--- config.mk ---
export PLATFORM = sky130hd
export DESIGN_NAME = shadow_cfg_port
export DESIGN_NICKNAME = d
export VERILOG_FILES = /design/src/rtl/shadow_cfg_pkg.sv /design/src/rtl/shadow_cfg_ctrl.sv /design/src/rtl/shadow_cfg_dp.sv /design/src/rtl/shadow_cfg_port.sv
export SDC_FILE = /design/constraint.sdc
export NUM_CORES = 1
export LEC_CHECK = 0
export CAP_MARGIN = 20
export CORE_ASPECT_RATIO = 1.75
export CORE_MARGIN = 5
export CORE_UTILIZATION = 29
export DETAILED_ROUTE_END_ITERATION = 10
export DONT_BUFFER_PORTS = 1
export GPL_TIMING_DRIVEN = 0
export SYNTH_ARGS = -nofsm -noshare
export SYNTH_HDL_FRONTEND = slang
export SYNTH_SLANG_ARGS = --single-unit
--- constraint.sdc ---
create_clock -name clk -period 3.5 [get_ports clk]
set_input_delay 0.175 -clock clk [delete_from_list [all_inputs] [get_ports clk]]
set_output_delay 0.175 -clock clk [all_outputs]
set_load 0.03 [all_outputs]
--- src/rtl/shadow_cfg_pkg.sv ---
package shadow_cfg_pkg;

  // Strobes decoded by the control path for one I/O cycle
  typedef struct packed {
    logic idxWr;   // load index register
    logic dataWr;  // write addressed config byte (window check in datapath)
    logic selIdx;  // drive index onto read data
    logic selData; // drive addressed config byte onto read data
    logic a20On;   // gate A20 on
    logic a20Off;  // gate A20 off
    logic rstReq;  // request soft reset
  } cfg_strobe_t;

  // Attribute code meaning: bit 0 -> writes to DRAM, bit 1 -> reads from DRAM
  typedef enum logic [1:0] {
    ATTR_BUS_BUS   = 2'd0,
    ATTR_RBUS_WRAM = 2'd1,
    ATTR_RRAM_WBUS = 2'd2,
    ATTR_RAM_RAM   = 2'd3
  } seg_attr_e;

endpackage

--- src/rtl/shadow_cfg_ctrl.sv ---
module shadow_cfg_ctrl
  import shadow_cfg_pkg::*;
#(
  parameter int          ADDR_W    = 16,
  parameter logic [15:0] PORT_BASE = 16'h00EC
) (
  input  logic [ADDR_W-1:0] ioAddr,
  input  logic              ioWr,
  input  logic              ioRd,
  output cfg_strobe_t       strobes
);

  localparam logic [ADDR_W-3:0] BASE_HI = PORT_BASE[ADDR_W-1:2];

  logic       portHit;
  logic [1:0] portOff;

  assign portHit = (ioAddr[ADDR_W-1:2] == BASE_HI);
  assign portOff = ioAddr[1:0];

  always_comb begin
    strobes         = '0;
    strobes.idxWr   = portHit && (portOff == 2'd0) && ioWr;
    strobes.dataWr  = portHit && (portOff == 2'd1) && ioWr;
    strobes.selIdx  = portHit && (portOff == 2'd0) && ioRd;
    strobes.selData = portHit && (portOff == 2'd1) && ioRd;
    strobes.a20Off  = portHit && (portOff == 2'd2) && ioWr;
    strobes.a20On   = portHit && (portOff == 2'd2) && ioRd;
    strobes.rstReq  = portHit && (portOff == 2'd3) && ioRd;
  end

endmodule

--- src/rtl/shadow_cfg_dp.sv ---
module shadow_cfg_dp
  import shadow_cfg_pkg::*;
#(
  parameter logic [7:0] ID_VALUE     = 8'h90,
  parameter logic [7:0] WIN_LO       = 8'h01,
  parameter logic [7:0] WIN_HI       = 8'h24,
  parameter logic [7:0] SHADOW_FIRST = 8'h0D,
  parameter int         SHADOW_REGS  = 6,
  parameter int         SEGS_PER_REG = 4,
  localparam int        SEG_N        = SHADOW_REGS * SEGS_PER_REG
) (
  input  logic              clk,
  input  logic              rstN,
  input  cfg_strobe_t       strobes,
  input  logic [7:0]        ioWdata,
  output logic [7:0]        ioRdata,
  output logic [2*SEG_N-1:0] segAttr,
  output logic              a20Gate,
  output logic              softRst
);

  localparam int WIN_N     = int'(WIN_HI) - int'(WIN_LO) + 1;
  localparam int SHADOW_OF = int'(SHADOW_FIRST) - int'(WIN_LO);

  logic [7:0] idxQ;
  logic [7:0] winQ [WIN_N];
  logic       a20Q;
  logic       rstPulseQ;
  logic [7:0] cfgByte;

  // Index register
  always_ff @(posedge clk) begin
    if (!rstN)               idxQ <= '0;
    else if (strobes.idxWr)  idxQ <= ioWdata;
  end

  // Writable window: only bytes inside the window have storage
  for (genvar i = 0; i < WIN_N; i++) begin : g_win
    always_ff @(posedge clk) begin
      if (!rstN)
        winQ[i] <= '0;
      else if (strobes.dataWr && (idxQ == 8'(int'(WIN_LO) + i)))
        winQ[i] <= ioWdata;
    end
  end

  // Addressed byte: ID at zero, stored byte inside window, zero elsewhere
  always_comb begin
    cfgByte = '0;
    if (idxQ == 8'h00) cfgByte = ID_VALUE;
    for (int i = 0; i < WIN_N; i++)
      if (idxQ == 8'(int'(WIN_LO) + i)) cfgByte = winQ[i];
  end

  always_comb begin
    ioRdata = 8'hFF;
    if (strobes.selIdx)       ioRdata = idxQ;
    else if (strobes.selData) ioRdata = cfgByte;
  end

  // Segment attribute fan-out, one 2-bit field per 16 KB segment
  for (genvar k = 0; k < SEG_N; k++) begin : g_seg
    localparam int REG_I = SHADOW_OF + k / SEGS_PER_REG;
    localparam int FLD_I = 2 * (k % SEGS_PER_REG);
    seg_attr_e segCode;
    assign segCode          = seg_attr_e'(winQ[REG_I][FLD_I +: 2]);
    assign segAttr[2*k +: 2] = segCode;
  end

  // A20 gate: write (off) has priority over read (on)
  always_ff @(posedge clk) begin
    if (!rstN)               a20Q <= 1'b0;
    else if (strobes.a20Off) a20Q <= 1'b0;
    else if (strobes.a20On)  a20Q <= 1'b1;
  end

  always_ff @(posedge clk) begin
    if (!rstN) rstPulseQ <= 1'b0;
    else       rstPulseQ <= strobes.rstReq;
  end

  assign a20Gate = a20Q;
  assign softRst = rstPulseQ;

endmodule

--- src/rtl/shadow_cfg_port.sv ---
module shadow_cfg_port
  import shadow_cfg_pkg::*;
#(
  parameter int          ADDR_W       = 16,
  parameter logic [15:0] PORT_BASE    = 16'h00EC,
  parameter logic [7:0]  ID_VALUE     = 8'h90,
  parameter logic [7:0]  WIN_LO       = 8'h01,
  parameter logic [7:0]  WIN_HI       = 8'h24,
  parameter logic [7:0]  SHADOW_FIRST = 8'h0D,
  parameter int          SHADOW_REGS  = 6,
  parameter int          SEGS_PER_REG = 4,
  localparam int         ATTR_W       = 2 * SHADOW_REGS * SEGS_PER_REG
) (
  input  logic              clk,
  input  logic              rstN,
  input  logic [ADDR_W-1:0] ioAddr,
  input  logic              ioWr,
  input  logic              ioRd,
  input  logic [7:0]        ioWdata,
  output logic [7:0]        ioRdata,
  output logic [ATTR_W-1:0] segAttr,
  output logic              a20Gate,
  output logic              softRst
);

  cfg_strobe_t strobes;

  shadow_cfg_ctrl #(
    .ADDR_W    (ADDR_W),
    .PORT_BASE (PORT_BASE)
  ) u_ctrl (
    .ioAddr  (ioAddr),
    .ioWr    (ioWr),
    .ioRd    (ioRd),
    .strobes (strobes)
  );

  shadow_cfg_dp #(
    .ID_VALUE     (ID_VALUE),
    .WIN_LO       (WIN_LO),
    .WIN_HI       (WIN_HI),
    .SHADOW_FIRST (SHADOW_FIRST),
    .SHADOW_REGS  (SHADOW_REGS),
    .SEGS_PER_REG (SEGS_PER_REG)
  ) u_dp (
    .clk     (clk),
    .rstN    (rstN),
    .strobes (strobes),
    .ioWdata (ioWdata),
    .ioRdata (ioRdata),
    .segAttr (segAttr),
    .a20Gate (a20Gate),
    .softRst (softRst)
  );

endmodule

# Word level (Yosys, flattened, before mapping)
# Memory sizes are Yosys's and may differ from the RTL's.
# Index checks and enable logic that the tools add are counted.
# W data, S select, Z words.
[totals]
wordCells = 315
out_inout_bits = 58
mem_bits_rw = 288
latchBits = 0
inputBits = 28
ff_bits = 10
mem_bits_ro = 0
memories = 1
[classes]
shifts = 0
n_reduce_logical = 50
order_cmp = 0
mux = 184
div_mod_pow = 0
n_eq_ne = 40
add_sub_neg = 0
multipliers = 0
bitwise = 37
[memory_table]
columns = ["name", "depth", "word_bits", "read_ports", "rd_clocked_by_memory_dff", "write_ports", "line", "text"]
rows = [
  ["u_dp.winQ", 36, 8, 36, 0, 36, "shadow_cfg_dp.sv:26", "logic [7:0] winQ [WIN_N];"],
]
[op_table]
columns = ["op", "n"]
rows = [
  ["$mux W8", 75],
  ["$eq A8 B5 Y1 const B", 16],
  ["$mux W1", 109],
  ["$eq A8 B4 Y1 const B", 8],
  ["$logic_and A1 B1 Y1", 47],
  ["$eq A8 B6 Y1 const B", 5],
  ["$or A1 B1 Y1", 36],
  ["$eq A8 B3 Y1 const B", 4],
  ["$eq A8 B2 Y1 const B", 2],
  ["$eq A14 B6 Y1 const B", 1],
  ["$eq A8 B1 Y1 const B", 1],
  ["$logic_not A8 Y1", 1],
  ["$eq A2 B2 Y1 const B", 2],
  ["$eq A2 B1 Y1 const B", 1],
  ["$logic_not A2 Y1", 1],
  ["$reduce_or A2 Y1", 1],
  ["$not A1 Y1", 1],
]

# Logic depth before layout (Yosys ltp)
# Gate-level depths: netlist of run 1.
[logic_depth]
word_depth = 40
depth_mapped = 11
mapped_depth_nobuf = 8

# Cells and area by module
# From an unflattened synthesis of run 1, not the netlist that was laid out.
[hier_totals]
cells_unflattened = 1405
area_unflattened_um2 = 15484.9
[modules_own_cells]
columns = ["module", "n_inst", "area_per_inst_um2", "cells_each", "seq_area_each_um2"]
rows = [
  ["shadow_cfg_dp", 1, 15368.5, 1387, 8848.5],
  ["shadow_cfg_ctrl", 1, 116.4, 18, 0.0],
]

# Worst setup path before layout of run 1
# Ideal clock, no wire load.
[synth_timing]
path_kind = "register -> output"
from = "register u_dp.idxQ[5]"
to = "output ioRdata[6]"
arrival_ns = 2.491
n_path_buf = 2
path_slack_ns = 0.834
required_ns = 3.325
path_stages_with_launch = 10
cell_sequence = "dfxtp_1 -> buf_2 -> or3_1 -> or3_1 -> clkbuf_1 -> o22ai_1 -> nand3_1 -> a31oi_1 -> o211ai_1 -> a41oi_1"
[synth_via]
elab_chain_cells = 39
word_cells_on_any_way = 74
cone_classes = "eq/ne (36); mux (38)"
[synth_rtl]
columns = ["item", "line", "text"]
rows = [
  ["start: declaration", "shadow_cfg_dp.sv:25", "logic [7:0] idxQ;"],
  ["start signal: assignment", "shadow_cfg_dp.sv:34", "else if (strobes.idxWr) idxQ <= ioWdata;"],
  ["$eq A8 B1 Y1", "shadow_cfg_dp.sv:52", "if (idxQ == 8'(int'(WIN_LO) + i)) cfgByte = winQ[i];"],
  ["$mux W8 (35 in a row)", "shadow_cfg_dp.sv:52", ""],
  ["$mux W8 *", "shadow_cfg_dp.sv:52", ""],
  ["$mux W8 *", "shadow_cfg_dp.sv:58", "else if (strobes.selData) ioRdata = cfgByte;"],
  ["$mux W8 *", "shadow_cfg_dp.sv:57", "if (strobes.selIdx) ioRdata = idxQ;"],
  ["end: declaration", "shadow_cfg_port.sv:20", "output logic [7:0] ioRdata,"],
]
# Every way passes the cells marked *; elsewhere a longest branch is shown, timed or not.

# Worst setup path after layout of run 1
[layout_timing]
from = "register u_dp.idxQ[1]"
to = "output ioRdata[3]"
# The elaborated chain is that of the path after synthesis.

==> results of run 1 <==
## stage by stage
stage / setup slack [ps] / hold WS, ps / cells / instance area (um2)
3_5_place_dp: -1087 / 293.0 / 2057 / 16190
5_1_grt: -79.02 / 258.1 / 2192 / 18590
3_3_place_gp: -1114 / 292.4 / 2033 / 16030
4_1_cts: 2.248 / 252.2 / 2137 / 18060
6_report: -63.55 / 267.7 / 2198 / 18600
2_1_floorplan: 833.6 / 285.1 / 1355 / 15180
## worst max path at each step
stage          slack [ps]  cells past startpoint          from         end
5_1_grt               -80                      9  u_dp.idxQ[1]  ioRdata[6]
2_1_floorplan         830                      9  u_dp.idxQ[5]  ioRdata[6]
3_5_place_dp        -1090                     10  u_dp.idxQ[1]  ioRdata[3]
6_report              -60                     10  u_dp.idxQ[1]  ioRdata[3]
4_1_cts                 2                      9  u_dp.idxQ[5]  ioRdata[6]
3_3_place_gp        -1110                     10  u_dp.idxQ[1]  ioRdata[3]
## critical path, stage by stage (launching register included)
cell and delay, ps:
dfxtp_2 390, buf_8 190, buf_6 230, buf_6 240, buf_4 330, a311oi_1 170, o22ai_1 380, nand2_1 180
o221ai_2 200, o21ai_2 170, a21oi_4 330
## cell usage in the layout (no fill, tap or decap), types with 6 or more instances in the layout
master,instances
and3_1,106
dfxtp_1,7
a21oi_1,54
dlygate4sd3_1,20
a31oi_1,12
nor4b_4,6
clkbuf_1,53
buf_2,26
o22ai_1,29
clkbuf_16,27
o211ai_1,7
inv_1,9
o21ai_1,15
clkbuf_4,10
nor2b_1,10
and2_1,186
nand3_1,11
nand2_1,71
nor2_1,75
diode_2,25
mux2i_1,34
o21ai_0,73
a22oi_1,7
edfxtp_1,288
buf_6,19
nor3_1,15
o221ai_1,11
mux2_2,11
a221oi_1,8
nor2_4,14
buf_4,72
nor2_2,7
clkbuf_2,11
## final cells by class
type | instances | share of cell area [%]
plain buffers | 121 | 4.352
well taps | 678 | 4.560
clock inverters | 16 | 0.8676
clock buffers | 33 | 3.861
diodes | 25 | 0.3363
repair buffers | 95 | 3.901
multi-input cells | 921 | 34.32
flip-flops and latches | 298 | 47.59
inverters | 11 | 0.2220
## logic make-up (layout without fill, tap and decap cells)
logic type / Yosys count / in the layout / share of synthesized area, %
flip-flops: 298 / 298 / 58.29
multiplexers: 48 / 48 / 3.420
AO/OA/AOI/OAI: 310 / 310 / 13.21
AND/OR/NAND/NOR: 563 / 563 / 21.08
buffers and inverters: 136 / 276 / 3.997
other: 0 / 25 / 0
## layer usage
metal	vias to the layer above	track usage (%)
met1	6285	23.71
met4	4	24.01
met5	-	0
li1	5345	-
met3	371	5.503
met2	867	42.75
## registers in the layout (all words and copies together), names as in the netlist
register	flops
u_dp.a20Gate	1
u_dp.softRst	1
u_dp.winQ	288
u_dp.idxQ	8
## power by group
part	leakage, nW	switching [mW]	internal, mW
Sequential	2.99	0.127	4.03
Combinational	3.23	0.221	0.0672
Clock	0.425	1.43	1.63
## what timing repair did
| item | 4_1_cts | 5_1_grt |
|---|---|---|
| pin swaps | 25 | 35 |
| hold buffers | 20 | 0 |
| setup buffers | 15 | 25 |
| endpoints found under the setup margin | 88 | 8 |
| gates resized for setup | 190 | 66 |
| endpoints found under the hold margin | 58 | 0 |
==> metrics.csv, run 1 <==
stage,metric,value,unit
timing,Rel. slew slack,21.47,%
synthesis,average size of a mapped cell,11.20,um2
route,Met2 Routed Length,36.15,mm
timing,RSZ-0062 raised after global routing,yes,
setup_path,FF-to-FF setup slack,630,ps
global_route,global-route wire length before repair,99.86,mm
synthesis,predominant post-synthesis flop cell,edfxtp_1,
run_status,status,"complete, but fails checks",
clock_tree,"Clk Latency, worst-skew pair",560,ps
worst_hold_path,min-delay src,ioWdata[3],
setup_path,reg2reg start,u_dp.idxQ[6],
clock_tree,H-tree Lvls,1,
run_status,violations in the final reports,negative setup slack,
route,vias per cell,5.856,
die,Die W,183.0,um
setup_path,crit start category,flip-flop,
die,DIE AREA,57200,um2
cells_and_area,Final Util,35.72,%
cells_and_area,layout cells sized above 1,21.54,%
synthesis,Synth Cell Area,15180,um2
synthesis,Synth cell types,87,
setup_path,Worst Reg-to-Reg Cells,7,
synthesis,Area contributors post-synth,"edfxtp_1 57%, and2_1 7.8%, and3_1 4.5%",
route,wire per inst,33.28,um
setup_path,critical path type,flip-flop to output pin,
route,drc violations,0,
route,DR WL met3,5.803,mm
timing,Max Slew Vio Count,0,
synthesis,Post-synth EDFFs,288,
timing,Worst Slack Setup Final,-63.55,ps
global_route,gr usage total,24.79,%
route,Starting DRT DRC Count,1466,
global_route,vias in the first global route,12830,
cells_and_area,Filler Cells Inserted,5170,
route,WL met1,21.83,mm
synthesis,sequential-to-total area share from yosys stat,58.29,%
die,core area,52080,um2
synthesis,Syn Inst Count,1355,
placement,Final HPWL DP,54.02,mm
power,leakage power,6.647,nW
placement,IO buf count,0,
timing,fin crit share,101.8,%
cells_and_area,Synth-to-Final Area Change,22.54,%
die,io pins,86,
synthesis,Post-Syn Nets,1383,
timing,Setup TNS,-111.2,ps
cells_and_area,Reg area,8852,um2
route,Max Used Layer,met5,
clock_tree,Longest Clk Path Bufs,3,
clock_tree,TritonCTS Buffers,27,
timing,Slew @ Worst Pin,1178,ps
timing,fin crit period,3564,ps
worst_hold_path,Worst Hold Class,primary input to flip-flop,
timing,Final Hold Viols,0,
cells_and_area,Layout Nets,1503,
die,Rows,111,
synthesis,post-synth top area cell,edfxtp_1,
synthesis,most common cell in the netlist,edfxtp_1,
timing,Max Freq,0.2806,GHz
power,total power,7.502,mW
route,DRT antenna net count,0,
clock_tree,CTS tree,yes,
route,final wirelength,73.15,mm
placement,GPL Wtd Cong,1.051,
setup_path,Crit path arrival time,3390,ps
power,Max VDD drop,0.2710,mV
cells_and_area,multi-input logic area,6384,um2
synthesis,warning count from the yosys run,0,
setup_path,CP max FO,10,
worst_hold_path,worst hold endpoint,u_dp.winQ[5][27],
global_route,initial antenna violation count,11,
die,die span in y,312.7,um
synthesis,#FFs+latches synth,298,
route,drt pass-1 iters,6,
global_route,GRT Residual Overflow,0,
power,PwrDens,403.3,nW/um2
route,via count,12870,
clock_tree,Sink Count,298,
setup_path,CP required,3320,ps
clock_tree,Clock transition at path regs,80,ps
setup_path,reg2reg end,u_dp.winQ[8][8],
synthesis,fraction of registers with async set or reset after synthesis,0,%
flow_run,max_cap viols,0,
setup_path,crit end category,output pin,
timing,Setup Skew,13.31,ps
die,initial core utilization,29.15,%
synthesis,Yosys top cell area share,56.97,%
timing,setup violators final,4,
global_route,largest net degree at the start of global routing,18,
clock_tree,Root Buffer,clkbuf_16,
synthesis,"top cells by count, synth","288 x edfxtp_1, 189 x and2_1, 108 x and3_1, 94 x nor2_1, 86 x o21ai_0",
worst_hold_path,Hold Path Depth,2,
Note: power is estimated with default switching activity, not from simulation.
==> run 2, diff against run 1 <==
- CORE_UTILIZATION: 29 -> 40
==> metrics.csv, run 2 (synthesis results as in run 1) <==
stage,metric,value,unit
placement,Post-Place Worst Slack,-998.5,ps
cells_and_area,layout cells sized above 1,19.86,%
power,PwrDens,420.1,nW/um2
cells_and_area,max reg flops,288,
setup_path,CP max FO,10,
setup_path,reg2reg end,u_dp.winQ[7][2],
route,vias per cell,6.574,
timing,fin crit share,100.6,%
timing,Max Slew Vio Count,0,
global_route,global-route wire length before repair,94.91,mm
cells_and_area,"commonest non-fill, non-tap cell in the layout",edfxtp_1,
worst_hold_path,Worst Hold Class,primary input to flip-flop,
setup_path,CP required,3320,ps
clock_tree,TritonCTS Buffers,28,
global_route,initial antenna violation count,2,
route,drt pass-1 iters,8,
route,wire per inst,35.41,um
clock_tree,"Clk Latency, worst-skew pair",580,ps
clock_tree,H-tree Lvls,1,
timing,Slew @ Worst Pin,1080,ps
cells_and_area,Top Registers,"u_dp.winQ: 288 flops, u_dp.idxQ: 8 flops",
clock_tree,CTS tree,yes,
cells_and_area,Filler Cells Inserted,3462,
timing,Final Hold Viols,0,
route,DRT antenna net count,0,
timing,setup violators final,4,
cells_and_area,Synth-to-Final Area Change,19.83,%
setup_path,reg2reg start,u_dp.idxQ[0],
flow_run,max_cap viols,0,
timing,Setup Skew,15.64,ps
global_route,gr usage total,32.33,%
timing,Fin Hold WS,213.7,ps
setup_path,FF-to-FF setup slack,500,ps
global_route,vias in the first global route,12770,
run_status,status,"complete, but fails checks",
route,via count,12950,
clock_tree,Sink Count,298,
global_route,largest net degree at the start of global routing,18,
worst_hold_path,min-delay src,ioWdata[7],
timing,fin crit period,3522,ps
die,core area,37640,um2
cells_and_area,most frequent cells in the layout,"288 x edfxtp_1, 187 x and2_1, 107 x and3_1",
cells_and_area,Layout Nets,1486,
worst_hold_path,Hold Path Depth,2,
run_status,violations in the final reports,negative setup slack,
route,Starting DRT DRC Count,1440,
route,final wirelength,69.76,mm
clock_tree,Longest Clk Path Bufs,3,
setup_path,critical path type,flip-flop to output pin,
die,io pins,86,
cells_and_area,multi-input logic area,6341,um2
global_route,GRT Residual Overflow,0,
timing,Rel. slew slack,27.97,%
die,die span in y,267.7,um
placement,IO buf count,0,
setup_path,crit start category,flip-flop,
power,Max VDD drop,0.3221,mV
die,DIE AREA,42100,um2
clock_tree,Root Buffer,clkbuf_16,
setup_path,crit end category,output pin,
placement,Final HPWL DP,49.94,mm
timing,Max Freq,0.2839,GHz
setup_path,Crit path arrival time,3350,ps
die,Die W,157.3,um
cells_and_area,"Most flops, register",u_dp.winQ,
setup_path,Worst Setup SP,u_dp.idxQ[1],
placement,GPL Wtd Cong,1.043,
timing,Worst Slack Setup Final,-21.92,ps
cells_and_area,Reg area,8850,um2
die,Rows,94,
route,drc violations,0,
worst_hold_path,worst hold endpoint,u_dp.winQ[0][15],
setup_path,Worst Reg-to-Reg Cells,6,
die,initial core utilization,40.34,%
clock_tree,Clock transition at path regs,70,ps
power,leakage power,6.546,nW
[run 2: changes by cell type in the layout (fill, tap and decap cells not counted), moves of 3 or more]
| cell | change |
|---|---|
| nor2_1 | +3 |
| clkbuf_8 | -4 |
| buf_4 | -13 |
| buf_6 | -4 |
| diode_2 | -15 |
[run 2: worst max-delay path by stage]
stage                            end  slack, ps  depth (start not counted)
after floorplan           ioRdata[6]        830                          9
after global placement    ioRdata[5]      -1020                          9
after detailed placement  ioRdata[5]      -1000                          9
after CTS                 ioRdata[5]       0.03                         10
after global routing      ioRdata[0]         -7                          8
final                     ioRdata[5]        -20                         10
[run 2: metal layers]
metal | global-route usage [%] | share of wire (%) | wire length [um] | vias to the layer above
met1 | 33.65 | 32 | 22060 | 6379
li1 | - | - | - | 5288
met5 | 0 | 0 | 0 | -
met3 | 6.629 | 8.4 | 5851 | 358
met2 | 54.97 | 49 | 34370 | 925
met4 | 27.34 | 11 | 7478 | 0
[run 2: layout make-up]
cell class	count	area share, %
clock buffers	33	4.072
multi-input cells	921	34.86
repair buffers	78	3.301
clock inverters	19	1.100
plain buffers	120	4.354
diodes	10	0.1376
inverters	11	0.2270
flip-flops and latches	298	48.65
well taps	480	3.301
[run 2: critical path, cell delays in order, from the launching register on]
cell and delay [ps]:
dfxtp_2 400, buf_12 180, buf_6 210, mux2i_1 270, nor3_1 80, a311oi_1 350
o22ai_2 200, o21ai_2 120, a41oi_2 230, o41ai_4 520, a21oi_4 200
[run 2: metrics by stage]
step | std cells | TNS (ps) | cell area [um2] | total power, mW | util (%)
2_1_floorplan | 1355 | 0 | 15180 | 4.304 | -
3_3_place_gp | 1835 | -27440 | 15780 | 4.455 | 41.93
3_5_place_dp | 1856 | -8083 | 15930 | 4.473 | 42.34
4_1_cts | 1939 | 0 | 17830 | 7.620 | 47.38
5_1_grt | 1968 | -8.460 | 18190 | 7.792 | 48.32
6_report | 1970 | -40.26 | 18190 | 7.643 | 48.33
[run 2: timing repair]
item,in CTS,in global routing
gates cloned,0,0
endpoints found under the hold margin,58,0
setup buffers,15,8
hold buffers,20,0
gates resized for setup,183,57
endpoints found under the setup margin,43,8
pin swaps,24,19
[run 2: power breakdown]
part	internal [mW]	leakage (nW)	switching, mW	total (mW)
registers	4.03	2.99	0.115	4.14
clock network	1.76	0.451	1.45	3.20
logic	0.0692	3.10	0.228	0.297
